### config.mk
export PLATFORM = sky130hd
export DESIGN_NAME = input_capture_unit
export DESIGN_NICKNAME = d
export VERILOG_FILES = /design/src/rtl/icap_pkg.sv /design/src/rtl/icap_sync_edge.sv /design/src/rtl/icap_channel.sv /design/src/rtl/input_capture_unit.sv
export SDC_FILE = /design/constraint.sdc
export NUM_CORES = 1
export LEC_CHECK = 0
export BUFFER_PORTS_ARGS = -buffer_cell sky130_fd_sc_hd__buf_2
export CAP_MARGIN = 15
export CORE_MARGIN = 2
export CORE_UTILIZATION = 53
export CTS_CLUSTER_SIZE = 16
export DETAILED_ROUTE_END_ITERATION = 16
export GPL_ROUTABILITY_DRIVEN = 0
export GPL_TIMING_DRIVEN = 0
export PLACE_DENSITY = 0.81
export SYNTH_ARGS = -nofsm -noshare
export SYNTH_HDL_FRONTEND = slang
export SYNTH_SLANG_ARGS = --single-unit
### constraint.sdc
create_clock -name clk -period 2.76 [get_ports clk]
set_clock_uncertainty 0.1 [all_clocks]
set_input_delay 0.276 -clock clk [delete_from_list [all_inputs] [get_ports clk]]
set_output_delay 0.276 -clock clk [all_outputs]
set_load 0.01 [all_outputs]
### src/rtl/icap_pkg.sv
package icap_pkg;
  localparam int unsigned ADDR_CTRL = 0;
  localparam int unsigned ADDR_FLAG = 1;
  localparam int unsigned ADDR_CAP0 = 2;

  typedef enum logic [1:0] {
    EDGE_OFF  = 2'b00,
    EDGE_RISE = 2'b01,
    EDGE_FALL = 2'b10,
    EDGE_ANY  = 2'b11
  } edge_sel_e;

  // last channel sits in the top pair, the others follow downward from channel 0
  function automatic int unsigned sel_lsb(input int unsigned ch, input int unsigned nch);
    return 2 * ((ch == nch - 1) ? (nch - 1) : (nch - 2 - ch));
  endfunction
endpackage

### src/rtl/icap_sync_edge.sv
module icap_sync_edge #(
  parameter int unsigned STAGES = 2
) (
  input  logic clk,
  input  logic rst,
  input  logic pin_async,
  output logic rise,
  output logic fall
);
  logic [STAGES-1:0] sync_q;
  logic              prev_q;

  always_ff @(posedge clk) begin
    if (rst) begin
      sync_q <= '0;
      prev_q <= 1'b0;
    end else begin
      sync_q <= {sync_q[STAGES-2:0], pin_async};
      prev_q <= sync_q[STAGES-1];
    end
  end

  assign rise = sync_q[STAGES-1] & ~prev_q;
  assign fall = ~sync_q[STAGES-1] & prev_q;
endmodule

### src/rtl/icap_channel.sv
module icap_channel
  import icap_pkg::*;
#(
  parameter int unsigned CNT_W  = 16,
  parameter bit          SHARED = 1'b0
) (
  input  logic             clk,
  input  logic             rst,
  input  edge_sel_e        sel,
  input  logic             rise,
  input  logic             fall,
  input  logic             cap_enable,
  input  logic [CNT_W-1:0] count,
  input  logic             wr_load,
  input  logic [CNT_W-1:0] wdata,
  output logic             hit,
  output logic [CNT_W-1:0] cap_q
);
  logic qual;

  always_comb begin
    unique case (sel)
      EDGE_RISE: qual = rise;
      EDGE_FALL: qual = fall;
      EDGE_ANY:  qual = rise | fall;
      default:   qual = 1'b0;
    endcase
  end

  assign hit = qual & cap_enable;

  generate
    if (SHARED) begin : g_shared
      always_ff @(posedge clk) begin
        if (rst)                         cap_q <= '0;
        else if (hit)                    cap_q <= count;
        else if (wr_load && !cap_enable) cap_q <= wdata;
      end
    end else begin : g_capture_only
      logic unused_ok;
      assign unused_ok = wr_load ^ (^wdata);
      always_ff @(posedge clk) begin
        if (rst)      cap_q <= '0;
        else if (hit) cap_q <= count;
      end
    end
  endgenerate
endmodule

### src/rtl/input_capture_unit.sv
module input_capture_unit
  import icap_pkg::*;
#(
  parameter int unsigned NCH         = 4,
  parameter int unsigned CNT_W       = 16,
  parameter int unsigned SYNC_STAGES = 2,
  parameter int unsigned ADDR_W      = 3
) (
  input  logic              clk,
  input  logic              rst,
  input  logic [ADDR_W-1:0] bus_addr,
  input  logic              bus_wr,
  input  logic [CNT_W-1:0]  bus_wdata,
  output logic [CNT_W-1:0]  bus_rdata,
  input  logic [CNT_W-1:0]  tmr_count,
  input  logic [NCH-1:0]    cap_pin,
  input  logic              last_ch_capture_mode,
  output logic [NCH-1:0]    cap_flag
);
  localparam int unsigned CTRL_W = 2 * NCH;

  logic [CTRL_W-1:0] ctrl_q;
  logic [NCH-1:0]    flag_q;
  logic [NCH-1:0]    cap_hit;
  logic [NCH-1:0]    flag_clr;
  logic [CNT_W-1:0]  cap_q [NCH];
  logic [CNT_W-1:0]  rd_mux;

  wire ctrl_wr = bus_wr && (bus_addr == ADDR_W'(ADDR_CTRL));
  wire flag_wr = bus_wr && (bus_addr == ADDR_W'(ADDR_FLAG));

  generate
    for (genvar ch = 0; ch < NCH; ch++) begin : g_ch
      localparam int unsigned LSB = sel_lsb(ch, NCH);
      logic rise, fall;

      icap_sync_edge #(.STAGES(SYNC_STAGES)) sync_i (
        .clk(clk), .rst(rst), .pin_async(cap_pin[ch]), .rise(rise), .fall(fall)
      );

      icap_channel #(.CNT_W(CNT_W), .SHARED(ch == NCH - 1)) chan_i (
        .clk(clk),
        .rst(rst),
        .sel(edge_sel_e'(ctrl_q[LSB +: 2])),
        .rise(rise),
        .fall(fall),
        .cap_enable((ch == NCH - 1) ? last_ch_capture_mode : 1'b1),
        .count(tmr_count),
        .wr_load(bus_wr && (bus_addr == ADDR_W'(ADDR_CAP0 + ch))),
        .wdata(bus_wdata),
        .hit(cap_hit[ch]),
        .cap_q(cap_q[ch])
      );
    end
  endgenerate

  assign flag_clr = flag_wr ? bus_wdata[NCH-1:0] : '0;

  always_ff @(posedge clk) begin
    if (rst) begin
      ctrl_q <= '0;
      flag_q <= '0;
    end else begin
      if (ctrl_wr) ctrl_q <= bus_wdata[CTRL_W-1:0];
      flag_q <= (flag_q & ~flag_clr) | cap_hit;
    end
  end

  always_comb begin
    rd_mux = '0;
    if (bus_addr == ADDR_W'(ADDR_CTRL)) rd_mux = CNT_W'(ctrl_q);
    if (bus_addr == ADDR_W'(ADDR_FLAG)) rd_mux = CNT_W'(flag_q);
    for (int ch = 0; ch < NCH; ch++)
      if (bus_addr == ADDR_W'(ADDR_CAP0 + ch)) rd_mux = cap_q[ch];
  end

  always_ff @(posedge clk) begin
    if (rst) bus_rdata <= '0;
    else     bus_rdata <= rd_mux;
  end

  assign cap_flag = flag_q;
endmodule

* Word-level counts from Yosys, hierarchy flattened
Cells that the tools add are included.
** Cells by class
- Add/subtract/negate cells :: 0
- Multipliers :: 0
- Divide/modulo/power cells :: 0
- $lt $le $gt $ge :: 0
- Equality and inequality tests :: 17
- Shift-type cells :: 0
- Mux-type cells :: 13
- Bitwise gates (word level) :: 24
- Reductions and logical operators :: 7
** Operator list (number)
- 16-bit 2-to-1 mux :: 7
- 2-bit == test, second input constant :: 8
- 1-bit one-hot mux with 3 select lines :: 4
- 1-bit AND :: 9
- 2-bit by 1-bit == test with 1-bit output, second input constant :: 4
- 8-bit 2-to-1 mux :: 1
- 1-bit inverter :: 8
- 3-bit by 2-bit == test with 1-bit output, second input constant :: 2
- 3-bit == test, second input constant :: 2
- 4-bit AND :: 1
- 1-bit logical AND :: 4
- 4-bit 2-to-1 mux :: 1
- 4-bit inverter :: 1
- 1-bit bitwise OR :: 4
- 4-bit bitwise OR :: 1
- 3-bit by 1-bit == test with 1-bit output, second input constant :: 1
- 3-bit zero test :: 1
- 2-bit nonzero test :: 1
- 1-bit zero test :: 1
** Storage, ports and cells
- Flip-flop bits (word level) :: 104
- Latch bits :: 0
- Memory bits (writable) :: 0
- Bits in read-only memories :: 0
- Input bits :: 43
- Output and inout port bits :: 20
- Logic and storage cells :: 76
- Memories :: 0

* Longest topological paths before layout
Gate-level depths: netlist of run 1.
- Depth after elaboration :: 7
- Gate-level depth with buffers :: 8
- Gate-level depth less buffers :: 6

* Hierarchy
From an unflattened synthesis of run 1, not the netlist that was laid out.
** Second synthesis, totals
- Cells, all modules :: 507
- Area total of the unflattened synthesis :: 4895.9 um^2
** Modules (own cells, without submodules)
- icap_channel (g_ch[0].chan_i ...) :: times used 3, cells each 71, area an instance 737.0 um^2, sequential area each 320.3 um^2
- input_capture_unit :: times used 1, cells each 175, area an instance 1535.2 um^2, sequential area each 560.5 um^2
- icap_channel (g_ch[3].chan_i) :: times used 1, cells each 87, area an instance 784.5 um^2, sequential area each 320.3 um^2
- icap_sync_edge :: times used 4, cells each 8, area an instance 91.3 um^2, sequential area each 60.1 um^2

* Least setup slack after synthesis of run 1
OpenSTA, ideal clock, no wires.
- Path type :: register to register
- Start :: register g_ch[3].sync_i.prev_q
- End :: register g_ch[3].chan_i.cap_q[10]
- Library setup time :: 0.103 ns
- Arrival :: 1.756 ns
- Required time :: 2.557 ns
- Path slack :: 0.801 ns
- Cell stages (with the launch flop) :: 9
- Path buffers :: 2
- Clock period less this slack :: 1.959 ns
- Cell sequence :: dfxtp_1 -> inv_1 -> ha_1 -> nand2b_1 -> a311o_1 -> buf_6 -> and2_4 -> buf_6 -> a2111oi_2
** On the way
- Cells in the longest elaborated chain, start to end :: 6
- Elaborated cells between the ends (all ways) :: 8
- Classes of those cells :: mux: 2; bitwise: 5; reduce/logical: 1
** Ends and longest elaborated chain
- from (decl) :: line icap_sync_edge.sv:11 : logic prev_q;
- from (signal assigned) :: line icap_sync_edge.sv:19 : prev_q <= sync_q[STAGES-1];
- 1-bit inverter :: line icap_sync_edge.sv:23 : assign rise = sync_q[STAGES-1] & ~prev_q;
- 1-bit AND :: line icap_sync_edge.sv:23
- 1-bit bitwise OR :: line icap_channel.sv:25 : EDGE_ANY: qual = rise | fall;
- 1-bit one-hot mux with 3 select lines (*) :: line icap_channel.sv:22 : unique case (sel)
- 1-bit AND (*) :: line icap_channel.sv:30 : assign hit = qual & cap_enable;
- 16-bit 2-to-1 mux / 2-bit nonzero test (equally long branches)
- to (signal assigned) :: line icap_channel.sv:36 : else if (hit) cap_q <= count;
- to (signal assigned) :: line icap_channel.sv:37 : else if (wr_load && !cap_enable) cap_q <= wdata;
- to (decl) :: line icap_channel.sv:17 : output logic [CNT_W-1:0] cap_q
Mark *: on every way between the ends. The rest lies on a longest branch, timed or not.
A chain may end at the register's enable or synchronous reset.

* Worst setup path in the final report of run 1
- Start :: register g_ch[3].sync_i.prev_q
- End :: register g_ch[3].chan_i.cap_q[13]
Same word-level chain as after synthesis.

==> flow_summary.yaml, run 1 <==
floorplanning:
  fp.dieW_um: 96.4
  initial_core_util: 0.548
  die_h_um: 96.4
  ioPinCount: 63
  die_area_mm2: 0.00929
  fp.coreArea_mm2: 0.00826
  rows: 33
flow_run:
  drv_cap: 0
placement:
  dp_cells: 666
  io_buffers: 58
  dpl_cell_area_mm2: 0.00495
  dp_hpwl_mm: 8.92
critical_path:
  critical_path_class: "reg2reg"
  path_max_fanout: 10
  cp.required_ps: 2930
  crit_chain: "inv_1, ha_1, nand2b_1, a311o_1, buf_6, clkbuf_1, nor2_1, a2111oi_2"
  worst_path_largest_cell_delay_ps: 540
  arrival_ps: 2480
  slowest_stage: "clkbuf_1"
  rrSetupSlack_ps: 450
  startpoint_type: "flip-flop"
  critPathCaptureType: "flip-flop"
power:
  power_switching_share: 0.232
  max-vdd-ir-drop_mv: 0.323
  powerDensity_mw_per_mm2: 559
  sequentialPowerShare: 0.529
  pwr-share-comb: 0.073
  internal-power_mw: 2.23
  p_leak_nw: 2.16
  clkPwrFrac: 0.398
  power.switching_mw: 0.674
timing:
  setup_viol: 0
  fmax_ghz: 0.433
  tightestPinTransition_ps: 937
  hold_viol: 0
  drv_slew: 0
  fin_crit_ps: 2310
  relSlewSlack: 0.374
  rsz0062_at_grt: "false"
  finalCritPeriodShare: 0.838
  hold_ws_ps: 5.53
  tns_ps: 0
clock_network:
  hold_buffers: 0
  htree_levels: 3
  cts_tree: "yes"
  root_buffer: "clkbuf_8"
  tritoncts.num_buffers: 9
  cts.clk_slew.worst_paths_ps: 90
  clock_sinks: 104
  clock_latency_ps: 380
  cts_setup_buffers: 0
  cts_resized: 0
  clk_path_buf_depth: 2
final_layout:
  area_growth_pct: 14.7
  fin_util: 0.629
  design_area_mm2: 0.00519
  layout_common_cells: "dfxtp_1, nor2_1, buf_2"
  final_common_cell: "dfxtp_1"
  layout-drive-gt1-share: 0.177
  fin_cells: 682
  antennaDiodeCount: 0
  nNetsFinal: 623
route:
  dr.first_iter.drc_count: 331
  viasPerCell: 5.94
  drt_wl_total_mm: 12.8
  ant_nets: 0
  first_pass_iters: 7
  vias: 4050
  route.detailed.drc: 0
  wl_per_cell_um: 18.7
synthesis:
  syn_avg_cell_area_um2: 9.00
  yosysWarnings: 0
  syn_inst: 503
  synthesis.nets: 554
  syn_area_mm2: 0.00453
  yosys_register_bits: 104
  yosysUniqueCellTypes: 36
  synth_seq_area_share: 0.460
global_routing:
  use_met1: 0.356
  antenna_found_initial: 0
  grt_pass1_wl_mm: 19.7
  grt_usage: 0.286
  busiest_layer: "met2"
  grt_pass1_vias: 3983
  use_met3: 0.0721
  grt_overflow: 0
  grt_max_degree: 17
  use_met2: 0.474
outcome:
  status: "finished, final reports clean"
worst_hold_path:
  min_path_type: "in2reg"
-- final timing paths --
check / endpoint / cells after the start / from
max: g_ch[3].chan_i.cap_q[13]$_SDFFE_PP0P_ / 8 / g_ch[3].sync_i.prev_q$_SDFF_PP0_
min: g_ch[3].sync_i.sync_q[0]$_SDFF_PP0_ / 2 / cap_pin[3]
max reg2reg: g_ch[3].chan_i.cap_q[13]$_SDFFE_PP0P_ / 8 / g_ch[3].sync_i.prev_q$_SDFF_PP0_
min reg2reg: g_ch[3].sync_i.sync_q[1]$_SDFF_PP0_ / 1 / g_ch[3].sync_i.sync_q[0]$_SDFF_PP0_
-- worst max-delay path, delay by kind of cell (launching register included) --
kind | cells | cell delay, ps
fa+ha+maj | 1 | 260
buf+inv | 3 | 750
compound gates | 2 | 550
simple gates | 2 | 210
flops | 1 | 350
-- kinds of logic after synthesis --
| kind of cell | share of synthesized area |
|---|---|
| DFF | 0.460 |
| buffers and inverters | 0.0567 |
| and+or+nand+nor | 0.169 |
| adders and majority gates | 0.0221 |
| muxes | 0.122 |
| AOI/OAI and AO/OA | 0.170 |
-- per-layer routing --
| layer | up-vias | wire (um) | share of wire |
|---|---|---|---|
| li1 | 1877 | - | - |
| met1 | 1892 | 5230 | 0.41 |
| met2 | 242 | 5880 | 0.46 |
| met3 | 39 | 1270 | 0.099 |
| met4 | 0 | 372 | 0.029 |
| met5 | - | 0 | 0 |
-- metrics by stage --
| stage | setup slack, ps | power (mW) |
|---|---|---|
| final | 448 | 2.90 |
| after global routing | 366 | 2.97 |
| after CTS | 462 | 2.90 |
| after detailed placement | 485 | 1.78 |
| after global placement | 633 | 1.77 |
| after floorplan | 801 | 1.69 |
-- synthesized netlist by cell type, drive strengths merged --
cell type,number,area [um^2]
dfxtp,104,2080
nor2,72,270
a21oi,47,235
mux2i,46,460
o21ai,34,170
nand3,32,160
nand2,28,105
clkbuf,25,93.8
inv,18,67.6
buf,15,95.1
nor2b,12,75.1
o22a,12,105
a2111oi,8,120
a211oi,8,60.1
ha,8,100
nor3,6,30.0
a2bb2oi,4,35.0
mux4,4,90.1
a31oi,3,18.8
nand2b,3,18.8
or2,3,18.8
and2,2,15.0
nand3b,2,27.5
o21a,2,15.0
a311o,1,10.0
and3b,1,8.76
and4bb,1,12.5
nor4b,1,15.0
or4b,1,10.0
-- power groups by stage --
stage | clock, mW | sequential, mW | combinational [mW]
global route | 1.20 | 1.54 | 0.228
detailed placement | 0 | 1.57 | 0.208
global placement | 0 | 1.57 | 0.202
floorplan | 0 | 1.57 | 0.117
finish | 1.16 | 1.54 | 0.213
CTS | 1.15 | 1.53 | 0.208
-- cell type report --
cell class	instances	area, um^2
Fill cell	705	3070
Multi-Input combinational cell	341	2190
Sequential cell	104	2080
Timing Repair Buffer	58	290
Buffer	40	189
Clock buffer	11	141
Tap cell	105	131
Clock inverter	5	104
Inverter	18	67.6
-- registers in the layout (all words and copies together) (netlist names) --
| signal | cells |
|---|---|
| ctrl_q | 8 |
| g_ch.sync_i.prev_q | 4 |
| bus_rdata | 16 |
| cap_flag | 4 |
| g_ch.sync_i.sync_q | 8 |
| g_ch.chan_i.cap_q | 64 |
Note: power is estimated with default switching activity, not from simulation.
==> run 2, diff against run 1 <==
- clock period: 2.76 -> 2.4 ns (I/O delays scaled with it)
==> run 2 against run 1 <==
Compared with the run above:
- cell count up 0.59%
- die area did not move
- count of clock-buffer cells in the layout unchanged
- maximum frequency about the same
- hold slack better by 4.1 ps
- first-iteration DRC count grew 14%
- core utilization increased by 0.48 points
- via count is 0.69% higher
- flip-flop and latch count is the same
- critical endpoint unchanged
- sequential power increased by 15%
- total power up 15%
==> flow_summary.yaml, run 2 (same netlist as run 1, synthesis figures left out) <==
critical_path:
  critical_path_class: "reg2reg"
  arrival_ps: 2480
  path_max_fanout: 10
  critPathCaptureType: "flip-flop"
  startpoint_type: "flip-flop"
  cp.required_ps: 2570
worst_hold_path:
  min_path_type: "in2reg"
power:
  power.switching_mw: 0.779
  powerDensity_mw_per_mm2: 640
  internal-power_mw: 2.57
  pwr-share-comb: 0.075
  power_switching_share: 0.233
  sequentialPowerShare: 0.527
  clkPwrFrac: 0.398
  max-vdd-ir-drop_mv: 0.377
  p_leak_nw: 2.18
global_routing:
  grt_usage: 0.287
  grt_pass1_wl_mm: 19.8
  grt_pass1_vias: 4004
  grt_max_degree: 17
  grt_overflow: 0
  antenna_found_initial: 0
final_layout:
  fin_util: 0.634
  fillCellCount: 698
  multi_input_area_mm2: 0.00219
  layout_common_cells: "dfxtp_1, nor2_1, buf_2"
  antennaDiodeCount: 0
  final_common_cell: "dfxtp_1"
  seq_area_mm2: 0.00208
  largest_reg_flops: 64
  nNetsFinal: 627
  top_regs: "g_ch.chan_i.cap_q: 64 flops, bus_rdata: 16 flops"
  area_growth_pct: 15.6
  layout-drive-gt1-share: 0.176
  max_flop_register: "g_ch.chan_i.cap_q"
clock_network:
  cts_resized: 0
  clk_path_buf_depth: 2
  htree_levels: 3
  tritoncts.num_buffers: 9
  root_buffer: "clkbuf_8"
  clock_latency_ps: 380
  cts.clk_slew.worst_paths_ps: 100
  clock_sinks: 104
  cts_tree: "yes"
floorplanning:
  ioPinCount: 63
  initial_core_util: 0.548
  fp.dieW_um: 96.4
  rows: 33
  fp.coreArea_mm2: 0.00826
  die_area_mm2: 0.00929
  die_h_um: 96.4
timing:
  hold_viol: 0
  setup_viol: 0
  hold_ws_ps: 9.61
  rsz0062_at_grt: "false"
  tns_ps: 0
  finalCritPeriodShare: 0.963
  drv_slew: 0
  fmax_ghz: 0.433
  relSlewSlack: 0.374
  tightestPinTransition_ps: 936
  fin_crit_ps: 2310
route:
  route.detailed.drc: 0
  vias: 4078
  wl_per_cell_um: 18.5
  ant_nets: 0
  first_pass_iters: 6
  viasPerCell: 5.94
  dr.first_iter.drc_count: 377
  drt_wl_total_mm: 12.7
flow_run:
  drv_cap: 0
outcome:
  status: "finished, final reports clean"
placement:
  dp_hpwl_mm: 8.92
  io_buffers: 58
## run 2: cell count changes in the layout (fill, tap and decap cells not counted), sizes merged
cell | previous run | this run
dlygate4sd3 | 0 | 4
## run 2: area by class of cell
| class | instances | area share |
|---|---|---|
| sequential | 104 | 0.398 |
| multi-input combinational | 341 | 0.418 |
| buffer | 40 | 0.0361 |
| timing repair buffer | 62 | 0.0631 |
| clock inverter | 5 | 0.0198 |
| clock buffer | 11 | 0.0270 |
| inverter | 18 | 0.0129 |
| tap | 105 | 0.0251 |
## run 2: repair_timing
item | 4_1_cts | 5_1_grt
hold endpoints to repair | 4 | 0
hold buffers | 4 | 0
endpoints found under the setup margin | 0 | 0
buffers inserted | 0 | 0
## run 2: final timing paths
check	slack (ps)	endpoint	depth (start not counted)	from
hold / removal	10	ctrl_q[6]$_SDFFE_PP0P_	3	bus_wdata[6]
hold reg to reg	350	g_ch[3].sync_i.sync_q[1]$_SDFF_PP0_	1	g_ch[3].sync_i.sync_q[0]$_SDFF_PP0_
setup / recovery	90	g_ch[3].chan_i.cap_q[13]$_SDFFE_PP0P_	8	g_ch[3].sync_i.prev_q$_SDFF_PP0_
setup reg to reg	90	g_ch[3].chan_i.cap_q[13]$_SDFFE_PP0P_	8	g_ch[3].sync_i.prev_q$_SDFF_PP0_
## run 2: stage by stage
stage	worst slack [ps]	std cells	power, mW	instance area [um^2]
2_1_floorplan	441	503	1.94	4530
3_3_place_gp	273	666	2.04	4950
3_5_place_dp	125	666	2.04	4950
4_1_cts	102	686	3.34	5230
5_1_grt	6.35	686	3.42	5230
6_report	89.8	686	3.35	5230
## run 2: routing by layer
| layer | routed length [um] | part of all wire | vias to the layer above | global-route usage |
|---|---|---|---|---|
| li1 | - | - | 1884 | - |
| met5 | 0 | 0 | - | 0 |
| met4 | 355 | 0.028 | 0 | 0.119 |
| met3 | 1280 | 0.10 | 37 | 0.0729 |
| met1 | 5180 | 0.41 | 1926 | 0.356 |
| met2 | 5900 | 0.46 | 231 | 0.475 |
## run 2: power groups by stage
stage	Clock [mW]	Sequential, mW	Combinational [mW]
2_1_floorplan	0	1.80	0.135
3_3_place_gp	0	1.80	0.232
3_5_place_dp	0	1.81	0.239
4_1_cts	1.33	1.77	0.245
5_1_grt	1.38	1.77	0.268
6_report	1.33	1.77	0.250
## run 2: critical path, stage by stage (launching register included)
cell	delay, ps
dfxtp_1	350
inv_1	50
ha_1	260
nand2b_1	100
a311o_1	180
buf_6	160
clkbuf_1	540
nor2_1	110
a2111oi_2	360
